$ cat src/rtl/lrf_pkg.sv
package lrf_pkg;

    localparam int SLOT_W = 64;

    typedef enum logic [3:0] {
        MK_U8  = 4'd0,
        MK_U16 = 4'd1,
        MK_U32 = 4'd2,
        MK_U64 = 4'd3,
        MK_S8  = 4'd4,
        MK_S16 = 4'd5,
        MK_S32 = 4'd6,
        MK_S64 = 4'd7,
        MK_F16 = 4'd8,
        MK_F32 = 4'd9,
        MK_F64 = 4'd10
    } mem_kind_e;

    // element width in bits; zero marks an undefined code
    function automatic int unsigned kind_bits(logic [3:0] k);
        case (k)
            MK_U8,  MK_S8:           return 8;
            MK_U16, MK_S16, MK_F16:  return 16;
            MK_U32, MK_S32, MK_F32:  return 32;
            MK_U64, MK_S64, MK_F64:  return 64;
            default:                 return 0;
        endcase
    endfunction

    function automatic logic kind_fits(logic [3:0] k, logic wide);
        int unsigned b;
        b = kind_bits(k);
        return (b != 0) && (wide || b <= 32);
    endfunction

    // position of the highest set bit of a nonzero mantissa
    function automatic int unsigned top_one(logic [22:0] m);
        int unsigned p;
        p = 0;
        for (int i = 0; i < 23; i++) begin
            if (m[i]) p = i;
        end
        return p;
    endfunction

    function automatic logic [31:0] half_to_single(logic [15:0] h);
        logic [4:0]  e;
        logic [9:0]  m;
        logic [9:0]  mm;
        int unsigned p;
        e = h[14:10];
        m = h[9:0];
        if (e == 5'h1F) return {h[15], 8'hFF, m, 13'b0};
        if (e == 5'h00) begin
            if (m == 10'b0) return {h[15], 31'b0};
            p  = top_one({13'b0, m});
            mm = 10'({m, 10'b0} >> p);
            return {h[15], 8'(p + 103), mm, 13'b0};
        end
        return {h[15], 8'({3'b0, e} + 8'd112), m, 13'b0};
    endfunction

    function automatic logic [63:0] half_to_double(logic [15:0] h);
        logic [4:0]  e;
        logic [9:0]  m;
        logic [9:0]  mm;
        int unsigned p;
        e = h[14:10];
        m = h[9:0];
        if (e == 5'h1F) return {h[15], 11'h7FF, m, 42'b0};
        if (e == 5'h00) begin
            if (m == 10'b0) return {h[15], 63'b0};
            p  = top_one({13'b0, m});
            mm = 10'({m, 10'b0} >> p);
            return {h[15], 11'(p + 999), mm, 42'b0};
        end
        return {h[15], 11'({6'b0, e} + 11'd1008), m, 42'b0};
    endfunction

    function automatic logic [63:0] single_to_double(logic [31:0] s);
        logic [7:0]  e;
        logic [22:0] m;
        logic [22:0] mm;
        int unsigned p;
        e = s[30:23];
        m = s[22:0];
        if (e == 8'hFF) return {s[31], 11'h7FF, m, 29'b0};
        if (e == 8'h00) begin
            if (m == 23'b0) return {s[31], 63'b0};
            p  = top_one(m);
            mm = 23'({m, 23'b0} >> p);
            return {s[31], 11'(p + 874), mm, 29'b0};
        end
        return {s[31], 11'({3'b0, e} + 11'd896), m, 29'b0};
    endfunction

    function automatic logic [63:0] format_elem(logic [3:0] k, logic wide,
                                                logic [63:0] r);
        logic [63:0] o;
        case (k)
            MK_U8:  o = {56'b0, r[7:0]};
            MK_U16: o = {48'b0, r[15:0]};
            MK_U32: o = {32'b0, r[31:0]};
            MK_U64: o = r;
            MK_S8:  o = {{56{r[7]}},  r[7:0]};
            MK_S16: o = {{48{r[15]}}, r[15:0]};
            MK_S32: o = {{32{r[31]}}, r[31:0]};
            MK_S64: o = r;
            MK_F16: o = wide ? half_to_double(r[15:0])
                             : {32'b0, half_to_single(r[15:0])};
            MK_F32: o = wide ? single_to_double(r[31:0]) : {32'b0, r[31:0]};
            MK_F64: o = r;
            default: o = '0;
        endcase
        if (!wide) o[63:32] = '0;
        return o;
    endfunction

endpackage

$ cat src/rtl/lrf_lane_conv.sv
module lrf_lane_conv
    import lrf_pkg::*;
(
    input  logic [3:0]        kind,
    input  logic              wide,
    input  logic [SLOT_W-1:0] raw,
    output logic [SLOT_W-1:0] fmt
);

    always_comb begin
        fmt = format_elem(kind, wide, raw);
    end

    always_comb begin

        narrow_upper_zero_chk: assert (wide || fmt[63:32] == 32'b0);

        neg_byte_fill_chk: assert (!(kind == MK_S8 && raw[7])
                                   || fmt[31:8] == 24'hFF_FFFF);
    end

endmodule

$ cat src/rtl/lrf_seq.sv
module lrf_seq #(
    parameter int CNT_W = 3
) (
    input  logic             clk,
    input  logic             rst,
    input  logic             start,
    input  logic             cfg_ok,
    input  logic [CNT_W-1:0] cnt_in,
    output logic             run,
    output logic [CNT_W-1:0] step,
    output logic             last,
    output logic             err
);

    logic [CNT_W-1:0] cnt_q;

    assign last = run && (step == cnt_q - CNT_W'(1));

    always_ff @(posedge clk) begin
        if (rst) begin
            run   <= 1'b0;
            step  <= '0;
            cnt_q <= '0;
            err   <= 1'b0;
        end else begin
            err <= 1'b0;
            if (run) begin
                if (last) run <= 1'b0;
                else      step <= step + CNT_W'(1);
            end else if (start) begin
                if (cfg_ok) begin
                    run   <= 1'b1;
                    step  <= '0;
                    cnt_q <= cnt_in;
                end else begin
                    err <= 1'b1;
                end
            end
        end
    end


    done_single_chk: assert property (@(posedge clk) disable iff (rst)
        last |=> !last);

    busy_start_ignored_chk: assert property (@(posedge clk) disable iff (rst)
        (run && start) |=> $stable(cnt_q));

    err_single_chk: assert property (@(posedge clk) disable iff (rst)
        err |-> !run);

endmodule

$ cat src/rtl/lrf_load_formatter.sv
module lrf_load_formatter
    import lrf_pkg::*;
#(
    parameter int LANES         = 4,
    parameter int MAX_REGS      = 4,
    parameter int IDX_W         = 8,
    parameter int MAX_LANE_BITS = 128,
    localparam int CNT_W        = $clog2(MAX_REGS + 1),
    localparam int BUF_W        = LANES * MAX_REGS * SLOT_W
) (
    input  logic                    clk,
    input  logic                    rst,
    input  logic                    start,
    input  logic [3:0]              mem_kind,
    input  logic                    dst_wide,
    input  logic [IDX_W-1:0]        base_reg,
    input  logic [CNT_W-1:0]        reg_cnt,
    input  logic [LANES-1:0]        exec_mask,
    input  logic [BUF_W-1:0]        data_buf,
    output logic                    busy,
    output logic [LANES-1:0]        wr_en,
    output logic [IDX_W-1:0]        wr_idx,
    output logic [LANES*SLOT_W-1:0] wr_data,
    output logic                    done,
    output logic                    err
);

    logic             cfg_ok;
    logic             run;
    logic             last;
    logic [CNT_W-1:0] step;
    logic [3:0]       kind_q;
    logic             wide_q;
    logic [IDX_W-1:0] base_q;
    logic [LANES-1:0] mask_q;
    logic [BUF_W-1:0] buf_q;

    always_comb begin
        int unsigned eb;
        eb = kind_bits(mem_kind);
        cfg_ok = kind_fits(mem_kind, dst_wide)
              && (reg_cnt != '0)
              && (int'(reg_cnt) <= MAX_REGS)
              && (int'(reg_cnt) * eb <= MAX_LANE_BITS);
    end

    always_ff @(posedge clk) begin
        if (rst) begin
            kind_q <= '0;
            wide_q <= 1'b0;
            base_q <= '0;
            mask_q <= '0;
            buf_q  <= '0;
        end else if (start && !run && cfg_ok) begin
            kind_q <= mem_kind;
            wide_q <= dst_wide;
            base_q <= base_reg;
            mask_q <= exec_mask;
            buf_q  <= data_buf;
        end
    end

    lrf_seq #(.CNT_W(CNT_W)) u_seq (
        .clk    (clk),
        .rst    (rst),
        .start  (start),
        .cfg_ok (cfg_ok),
        .cnt_in (reg_cnt),
        .run    (run),
        .step   (step),
        .last   (last),
        .err    (err)
    );

    assign busy   = run;
    assign done   = last;
    assign wr_idx = base_q + IDX_W'(step);
    assign wr_en  = run ? mask_q : '0;

    for (genvar i = 0; i < LANES; i++) begin : g_lane
        logic [SLOT_W-1:0] raw;
        assign raw = buf_q[(int'(step) * LANES + i) * SLOT_W +: SLOT_W];
        lrf_lane_conv u_conv (
            .kind (kind_q),
            .wide (wide_q),
            .raw  (raw),
            .fmt  (wr_data[i*SLOT_W +: SLOT_W])
        );
    end


    err_no_write_chk: assert property (@(posedge clk) disable iff (rst)
        err |-> (wr_en == '0 && !done));

    idx_step_chk: assert property (@(posedge clk) disable iff (rst)
        (busy && !done) |=> (busy && wr_idx == $past(wr_idx) + IDX_W'(1)));

    idle_quiet_chk: assert property (@(posedge clk) disable iff (rst)
        !busy |-> (wr_en == '0));

endmodule

$ cat config.mk
export PLATFORM = sky130hd
export DESIGN_NAME = lrf_load_formatter
export DESIGN_NICKNAME = d
export VERILOG_FILES = /design/src/rtl/lrf_pkg.sv /design/src/rtl/lrf_lane_conv.sv /design/src/rtl/lrf_seq.sv /design/src/rtl/lrf_load_formatter.sv
export SDC_FILE = /design/constraint.sdc
export NUM_CORES = 2
export LEC_CHECK = 0
export ABC_AREA = 1
export BUFFER_PORTS_ARGS = -buffer_cell sky130_fd_sc_hd__clkbuf_2
export CAP_MARGIN = 20
export CORE_AREA = 2 2 519 521
export CTS_BUF_LIST = sky130_fd_sc_hd__clkbuf_16
export DETAILED_ROUTE_END_ITERATION = 10
export DIE_AREA = 0 0 521 523
export PLACE_DENSITY = 0.37
export SETUP_SLACK_MARGIN = 0.4
export SYNTH_ARGS = -nofsm -noshare
export SYNTH_HDL_FRONTEND = slang
export SYNTH_SLANG_ARGS = --single-unit
$ cat constraint.sdc
create_clock -name clk -period 4.8 [get_ports clk]
set_clock_uncertainty 0.05 [all_clocks]
set_input_delay 0.48 -clock clk [delete_from_list [all_inputs] [get_ports clk]]
set_output_delay 0.48 -clock clk [all_outputs]
set_load 0.1 [all_outputs]
[After elaboration in Yosys (flattened, before gate mapping)]
Memory sizes are Yosys's and may differ from the RTL's.
Cells that the tools add are included.
Operators by class
  multiplexer cells: 290
  bitwise operators: 2
  magnitude comparators: 3
  reductions and logical operators: 34
  $add $sub $neg: 30
  multiply operators: 1
  shift operators: 12
  equal/unequal tests: 20
Operators with widths (count)
  2-to-1 mux 32 bit: 136
  2-to-1 mux 64 bit: 56
  variable part select 1024 x 13 -> 64 bit: 3
  case mux 64 bit (9 select lines): 4
  variable part select 1024 x 12 -> 64 bit: 1
  >> shifter 46 x 32 -> 23 bit: 4
  >> shifter 20 x 32 -> 10 bit: 4
  logical NOT 23 bit: 4
  adder 11 x 10 -> 11 bit (second input constant): 8
  2-to-1 mux 1 bit: 81
  adder 5 x 10 -> 11 bit (second input constant): 4
  adder 8 x 10 -> 11 bit (second input constant): 4
  logical NOT 10 bit: 4
  adder 5 x 7 -> 8 bit (second input constant): 4
  adder 8 x 7 -> 8 bit (second input constant): 4
  equality test 8 bit (second input constant): 4
  <= comparator 32 x 6 -> 1 bit (second input constant): 1
  <= comparator 32 x 8 -> 1 bit (second input constant): 1
  logical NOT 8 bit: 4
  multiplier 3 x 32 -> 32 bit: 1
  nonzero test 32 bit: 1
  2-to-1 mux 3 bit: 8
  equality test 5 bit (second input constant): 4
  logical NOT 5 bit: 4
  other kinds (23): 43
Word-level totals
  word-level logic and storage cells: 403
  input bits: 1047
  memories kept: 2
  ROM bits: 128
  bits in registers: 1049
  output and inout port bits: 271
Memory list
  (name not given): depth 16, width 4, read ports 1, clocked after memory_dff 0, write ports 0, line lrf_pkg.sv:21  | case (k)
  (name not given): depth 16, width 4, read ports 1, clocked after memory_dff 0, write ports 0, line lrf_pkg.sv:21

[Logic depth before layout (Yosys ltp)]
  word-level depth: 36
  depth in mapped cells: 40

[Cells and area by module]
From an unflattened synthesis, not the netlist that was laid out.
Second synthesis, totals
  cell total of the unflattened synthesis: 11830
  area total of the unflattened synthesis: 70720.3 µm²
Modules (own cells, without submodules)
  lrf_load_formatter: cells an instance 9037, area each 56471.7 µm², times used 1, sequential area each 20840.0 µm²
  lrf_lane_conv at g_lane[0].u_conv ...: cells an instance 686, area each 3443.3 µm², times used 2, sequential area each 0.0 µm²
  lrf_lane_conv at g_lane[2].u_conv: cells an instance 686, area each 3494.6 µm², times used 1, sequential area each 0.0 µm²
  lrf_lane_conv at g_lane[3].u_conv: cells an instance 682, area each 3467.1 µm², times used 1, sequential area each 0.0 µm²
  lrf_seq: cells an instance 53, area each 400.4 µm², times used 1, sequential area each 160.2 µm²

[Least setup slack after synthesis]
No wires, ideal clock.
  kind: register -> register
  from: reg u_seq.step[0]
  to: reg u_seq.step[2]
  required time: 4664 ps
  data arrival time: 4846 ps
  slack: -182 ps
  cell stages (with the launch flop): 19
  path through: dfxtp_1 buf_6 buf_6 buf_6 buf_6 buf_6 buf_6 buf_6 buf_6 buf_4 buf_2 o221ai_1 a211oi_1 nor2_1 nor2_1 inv_1 nand2_1 o21ai_0 a211oi_1
Between the ends
  longest elaborated chain between the ends: 4
  elaborated cells on any way between the ends: 7
  classes of those cells: add/sub: 1; eq/ne: 2; mux: 2; reduce/logical: 2
RTL lines
  start, declared: line lrf_seq.sv:10  | output logic [CNT_W-1:0] step,
  start signal, assigned: line lrf_seq.sv:29  | else step <= step + CNT_W'(1);
  equality test 3 bit: line lrf_seq.sv:17  | assign last = run && (step == cnt_q - CNT_W'(1));
  logical AND 1 bit: line lrf_seq.sv:17
  via done: line lrf_load_formatter.sv:24  | output logic done,
  != test 2 bit (no line)
  AND reduction 3 bit (no line)
The timed path passes the listed nets, and every way through them passes these cells. The select of a mux whose other input is x is not followed.
A chain may end at the register's enable or synchronous reset.

[Worst setup path in the final report]
  from: reg u_seq.step[0]
  to: out wr_data[180]
Between the ends
  longest elaborated chain between the ends: 36
  elaborated cells on any way between the ends: 74
  classes of those cells: add/sub: 5; eq/ne: 2; shift: 1; mux: 62; reduce/logical: 4
RTL lines
  adder 5 x 2 -> 6 bit (*): line lrf_load_formatter.sv:82  | assign raw = buf_q[(int'(step) * LANES + i) * SLOT_W +: SLOT_W];
  variable part select 1024 x 13 -> 64 bit (*): line lrf_load_formatter.sv:82
  2-to-1 mux 1 bit: line lrf_pkg.sv:41  | if (m[i]) p = i;
  2-to-1 mux 2 bit (2 in a row): line lrf_pkg.sv:41
  2-to-1 mux 3 bit: line lrf_pkg.sv:41
  2-to-1 mux 32 bit (18 in a row): line lrf_pkg.sv:41
  2-to-1 mux 32 bit: line lrf_pkg.sv:90  | p = top_one(m);
  2-to-1 mux 32 bit (2 in a row): line lrf_pkg.sv:88  | if (e == 8'h00) begin
  2-to-1 mux 32 bit: line lrf_pkg.sv:100  | case (k)
  adder 11 x 10 -> 11 bit: line lrf_pkg.sv:92  | return {s[31], 11'(p + 874), mm, 29'b0};
  2-to-1 mux 64 bit: line lrf_pkg.sv:90
  2-to-1 mux 64 bit: line lrf_pkg.sv:88
  2-to-1 mux 64 bit: line lrf_pkg.sv:94  | return {s[31], 11'({3'b0, e} + 11'd896), m, 29'b0};
  2-to-1 mux 64 bit: line lrf_pkg.sv:88
  2-to-1 mux 64 bit: line lrf_pkg.sv:111  | MK_F32: o = wide ? single_to_double(r[31:0]) : {32'b0, r[31:0]};
  case mux 64 bit (9 select lines) (*): line lrf_pkg.sv:100
  2-to-1 mux 32 bit (*): line lrf_pkg.sv:115  | if (!wide) o[63:32] = '0;
  end, declared: line lrf_load_formatter.sv:23  | output logic [LANES*SLOT_W-1:0] wr_data,
Mark *: on every way between the ends. The rest lies on a longest branch, timed or not. The select of a mux whose other input is x is not followed.

==> impl_metrics.prom <==
# TYPE chip_impl_metric gauge
chip_impl_info{name="run_status",value="finished, violations left"} 1
chip_impl_info{name="violations",value="negative setup slack"} 1
chip_impl_info{name="ys_top_cells_by_area",value="sky130_fd_sc_hd__dfxtp_1 37%, sky130_fd_sc_hd__nor2_1 18%, sky130_fd_sc_hd__o21ai_0 14%"} 1
chip_impl_metric{name="report.final.hold_viol_count",unit=""} 0
chip_impl_metric{name="synth.area.mux_share",unit="%"} 0.0177
chip_impl_metric{name="tritoncts.num_buffers",unit=""} 135
chip_impl_metric{name="synth_largest_type_area_fraction",unit="%"} 37.0
chip_impl_metric{name="worst-endpoint-required",unit="ns"} 4.27
chip_impl_metric{name="dpl.hpwl",unit="um"} 314000
chip_impl_metric{name="final_util",unit="%"} 35.9
chip_impl_info{name="crit_path_top_delay_cell",value="sky130_fd_sc_hd__a2111oi_4"} 1
chip_impl_metric{name="crit_path_max_fanout",unit=""} 35
chip_impl_metric{name="cts.reportedPaths.clkPinSlew",unit="ns"} 0.06
chip_impl_metric{name="first_iter_violations",unit=""} 5259
chip_impl_metric{name="num_vias",unit=""} 74792
chip_impl_metric{name="synth_simple_gate_area_share",unit="%"} 31.0
chip_impl_metric{name="design.die.area",unit="um2"} 272000
chip_impl_metric{name="remaining_drc_errors",unit=""} 0
chip_impl_info{name="worstPathCellList",value="buf_12, buf_8, buf_16, buf_16, nand2_1, nand3_1, nand3_2, buf_4, nand2_1, nor2_1, inv_1, nor2_4, inv_2, nor2_4, nand3_1, nand2_2, buf_4, o21ai_1, a2111oi_4, buf_4, nor2_1, buf_12"} 1
chip_impl_info{name="whs_endpoint",value="base_q[4]$_SDFFE_PP0P_"} 1
chip_impl_info{name="setup.worst_path.end_class",value="output pin"} 1
chip_impl_info{name="synthFlopType",value="sky130_fd_sc_hd__dfxtp_1"} 1
chip_impl_metric{name="detail-route-antenna-nets",unit=""} 0
chip_impl_metric{name="crit_buf_inv",unit=""} 10
chip_impl_metric{name="synthesis.area_per_instance",unit="um2"} 6.33
chip_impl_info{name="tritoncts",value="built"} 1
chip_impl_metric{name="timing_worst_slew_pin_value",unit="ns"} 1.16
chip_impl_metric{name="critical_path_cell_count",unit=""} 22
chip_impl_metric{name="grt_max_degree",unit=""} 166
chip_impl_metric{name="drive_gt1_share",unit="%"} 27.5
chip_impl_info{name="setup.worst_path.class",value="flip-flop to output pin"} 1
chip_impl_metric{name="syn_to_final_growth",unit="%"} 69.2
chip_impl_metric{name="final-instance-count-excl-fill",unit=""} 15427
chip_impl_metric{name="nNetsFinal",unit=""} 12820
chip_impl_metric{name="total_i_o_pin_count",unit=""} 1318
chip_impl_metric{name="post_synth_arst_share",unit="%"} 0
chip_impl_metric{name="final_setup_violating_endpoints",unit=""} 183
chip_impl_metric{name="synthXorXnorAreaFrac",unit="%"} 0.232
chip_impl_metric{name="floorplan.core_area",unit="um2"} 267000
chip_impl_metric{name="number_of_enable_flip_flop_cells_after_synthesis",unit=""} 0
chip_impl_info{name="worstReg2RegStart",value="u_seq.step[1]$_SDFFE_PP0P_"} 1
chip_impl_metric{name="finalCriticalPeriod",unit="ns"} 5.49
chip_impl_metric{name="worst-endpoint-arrival",unit="ns"} 4.96
chip_impl_metric{name="hold-path-cell-count",unit=""} 3
chip_impl_metric{name="finalMaxSlewViolations",unit=""} 0
chip_impl_metric{name="cap_viol_max_count",unit=""} 0
chip_impl_metric{name="syn-instance-count",unit=""} 8963
chip_impl_metric{name="achievable_clock_frequency",unit="GHz"} 0.182
chip_impl_metric{name="initial_util",unit="%"} 21.2
chip_impl_info{name="synth_top_family_by_area",value="simple AND/OR/NAND/NOR gates"} 1
chip_impl_metric{name="clkLatencyLatePin",unit="ns"} 0.78
chip_impl_metric{name="detail_route.wirelength",unit="um"} 402000
chip_impl_metric{name="globalRouteTotalUtil",unit="%"} 28.3
chip_impl_info{name="crit_family",value="buffers and inverters"} 1
chip_impl_info{name="hold_path_startpoint",value="base_reg[4]"} 1
chip_impl_metric{name="die_y",unit="um"} 523
chip_impl_metric{name="core.rowCount",unit=""} 190
chip_impl_metric{name="synth-compound-area-share",unit="%"} 23.8
chip_impl_info{name="hold_path.class",value="input port to flip-flop"} 1
chip_impl_info{name="r2r-end",value="u_seq.step[1]$_SDFFE_PP0P_"} 1
chip_impl_metric{name="h-tree-depth",unit=""} 4
chip_impl_info{name="rsz0062_at_grt",value="true"} 1
chip_impl_info{name="startpoint_type",value="flip-flop"} 1
chip_impl_metric{name="portBuffers",unit=""} 1317
chip_impl_metric{name="synth_seq_cells",unit=""} 1049
chip_impl_metric{name="ff2ff_setup_slack",unit="ns"} 1.63
chip_impl_metric{name="fp.dieW",unit="um"} 521
chip_impl_metric{name="yosysWarnings",unit=""} 0
chip_impl_metric{name="wire_length_of_the_first_global_routing_pass",unit="um"} 556000
chip_impl_metric{name="place_inst",unit=""} 14098
chip_impl_metric{name="antenna_found_initial",unit=""} 46
chip_impl_metric{name="timing.critical_path.slowest_cell_delay",unit="ns"} 0.50
chip_impl_info{name="path_common_cell",value="sky130_fd_sc_hd__buf_4"} 1
chip_impl_metric{name="routabilityCongestion",unit=""} 0.978
chip_impl_metric{name="first_global_vias",unit=""} 74503
chip_impl_metric{name="max-clock-path-buffers",unit=""} 3
chip_impl_metric{name="global_route_total_overflow",unit=""} 0
chip_impl_metric{name="postSynthNetCount",unit=""} 10033
chip_impl_metric{name="synthDistinctLibCells",unit=""} 66
chip_impl_info{name="synth_most_common_cell",value="sky130_fd_sc_hd__nor2_1"} 1
chip_impl_metric{name="post_synth_fa_ha_maj_area_fraction",unit="%"} 0.560
chip_impl_info{name="synth_top_cells_by_count",value="2,716 x sky130_fd_sc_hd__nor2_1, 1,544 x sky130_fd_sc_hd__o21ai_0, 1,104 x sky130_fd_sc_hd__nand2_1, 1,049 x sky130_fd_sc_hd__dfxtp_1, 529 x sky130_fd_sc_hd__clkbuf_1"} 1
chip_impl_metric{name="slew_headroom",unit="%"} 22.6
chip_impl_info{name="synthDominantAreaCellType",value="sky130_fd_sc_hd__dfxtp_1"} 1
chip_impl_metric{name="setup_slack",unit="ns"} -0.690
chip_impl_metric{name="finalCritPeriodShare",unit="%"} 114
chip_impl_metric{name="via_density_per_instance",unit=""} 4.85
chip_impl_metric{name="seq_total_area_yosys",unit="%"} 37.0
chip_impl_metric{name="leakagePower",unit="nW"} 40.6
chip_impl_metric{name="routed_length_per_instance",unit="um"} 26.1
chip_impl_metric{name="worst_ir_drop_vdd",unit="mV"} 0.327
chip_impl_metric{name="drt-pass1-iter-count",unit=""} 5
chip_impl_metric{name="p_per_area",unit="nW/um2"} 439
chip_impl_metric{name="ff2ff_path_depth",unit=""} 9
chip_impl_info{name="cts.root.buffer_cell",value="sky130_fd_sc_hd__clkbuf_16"} 1
chip_impl_metric{name="setup_tns",unit="ns"} -72.55
chip_impl_metric{name="numClockSinks",unit=""} 1049
chip_impl_metric{name="syn-cell-area",unit="um2"} 56700
[through the flow]
step                      hold slack [ns]  instance area [um2]  total power, mW  worst slack, ns
after floorplan                     0.379                57300             19.3            0.405
after detailed placement            0.404                77700             28.9           -0.759
after CTS                        0.000892                94400             41.4           -0.763
after global placement              0.395                77700             29.1           -0.766
final                              0.0617                95900             42.1           -0.690
after global routing               0.0229                95900             44.2           -0.940
[where the power goes]
group          switching, mW  total, mW  internal [mW]
sequential             0.413       9.86           9.44
combinational           13.7       21.9           8.14
clock                   4.37       10.3           5.96
total                   18.5       42.1           23.5
[what timing repair did]
action / in CTS / in global routing
cloned: 7 / 5
hold buffers: 996 / 0
buffers inserted: 39 / 17
pin swaps: 120 / 111
gates resized for setup: 419 / 306
endpoints found under the setup margin: 219 / 234
hold endpoints to repair: 996 / 0
[state kept, by name, indices dropped and copies added (netlist names)]
register and cells:
u_seq.cnt_q 3, u_seq.step 3, buf_q 1024, kind_q 4
mask_q 4, wide_q 1, u_seq.run 1, u_seq.err 1
base_q 8
[worst register-to-register path, cell delays in order (launching register included)]
cell and delay, ns:
sky130_fd_sc_hd__dfxtp_4 0.43, sky130_fd_sc_hd__buf_8 0.16, sky130_fd_sc_hd__buf_4 0.52, sky130_fd_sc_hd__o221ai_1 0.36, sky130_fd_sc_hd__a211oi_2 0.37, sky130_fd_sc_hd__nor2_1 0.10, sky130_fd_sc_hd__nor2_1 0.24, sky130_fd_sc_hd__a21oi_1 0.07
sky130_fd_sc_hd__a211oi_1 0.52, sky130_fd_sc_hd__buf_4 0.28
[worst max-delay path by stage]
stage                                    start           end  slack (ns)
detailed placement  u_seq.step[0]$_SDFFE_PP0P_  wr_data[116]       -0.76
global placement    u_seq.step[0]$_SDFFE_PP0P_  wr_data[116]       -0.77
finish              u_seq.step[0]$_SDFFE_PP0P_  wr_data[180]       -0.69
global route        u_seq.step[0]$_SDFFE_PP0P_   wr_data[51]       -0.94
floorplan           u_seq.step[1]$_SDFFE_PP0P_     wr_idx[2]        0.40
CTS                 u_seq.step[0]$_SDFFE_PP0P_  wr_data[236]       -0.76
[cell families (layout without fill, tap and decap cells)]
group | after synthesis | in the layout
AND/OR/NAND/NOR | 4419 | 4420
AO/OA/AOI/OAI | 2469 | 2469
flip-flops | 1049 | 1049
buffers and inverters | 987 | 3873
adder cells (fa/ha/maj) | 23 | 23
XOR/XNOR | 15 | 15
multiplexers | 1 | 1
other | 0 | 25
[cell usage in the layout (no fill, tap or decap), types with 37 or more instances in the layout]
master / synthesis / layout
sky130_fd_sc_hd__a21oi_1: 336 / 223
sky130_fd_sc_hd__a21oi_2: 2 / 77
sky130_fd_sc_hd__a21oi_4: 1 / 39
sky130_fd_sc_hd__a221oi_1: 57 / 55
sky130_fd_sc_hd__buf_12: 0 / 356
sky130_fd_sc_hd__buf_4: 22 / 830
sky130_fd_sc_hd__buf_6: 33 / 57
sky130_fd_sc_hd__clkbuf_16: 0 / 139
sky130_fd_sc_hd__clkbuf_2: 0 / 1061
sky130_fd_sc_hd__dfxtp_1: 1049 / 1045
sky130_fd_sc_hd__dlygate4sd3_1: 0 / 996
sky130_fd_sc_hd__inv_1: 243 / 263
sky130_fd_sc_hd__inv_2: 51 / 48
sky130_fd_sc_hd__nand2_1: 1104 / 962
sky130_fd_sc_hd__nand2_2: 30 / 155
sky130_fd_sc_hd__nand3_1: 492 / 323
sky130_fd_sc_hd__nand3_2: 1 / 143
sky130_fd_sc_hd__nor2_1: 2716 / 2664
sky130_fd_sc_hd__nor2_2: 9 / 43
sky130_fd_sc_hd__o211ai_1: 73 / 73
sky130_fd_sc_hd__o21ai_0: 1544 / 1503
sky130_fd_sc_hd__o21ai_1: 119 / 114
sky130_fd_sc_hd__o21ai_2: 0 / 37
sky130_fd_sc_hd__o22ai_1: 201 / 184
[layout make-up]
type | instances | area, um2
fillers | 28660 | 171000
multi-input cells | 6928 | 34700
repair buffers | 3333 | 30000
flip-flops and latches | 1049 | 21000
well taps | 3552 | 4440
clock buffers | 136 | 3400
inverters | 302 | 1220
clock inverters | 101 | 1040
diodes | 25 | 62.6
repair inverters | 1 | 11.3
[layer usage]
metal / vias to the layer above / share of wire (%) / track usage, %
met4: 20 / 4.8 / 11.7
met1: 35958 / 42 / 34.7
met2: 2688 / 47 / 48.2
met5: - / 0.032 / 0
li1: 35475 / - / -
met3: 651 / 6.3 / 5.69
Power figures use the tool's default switching activity.
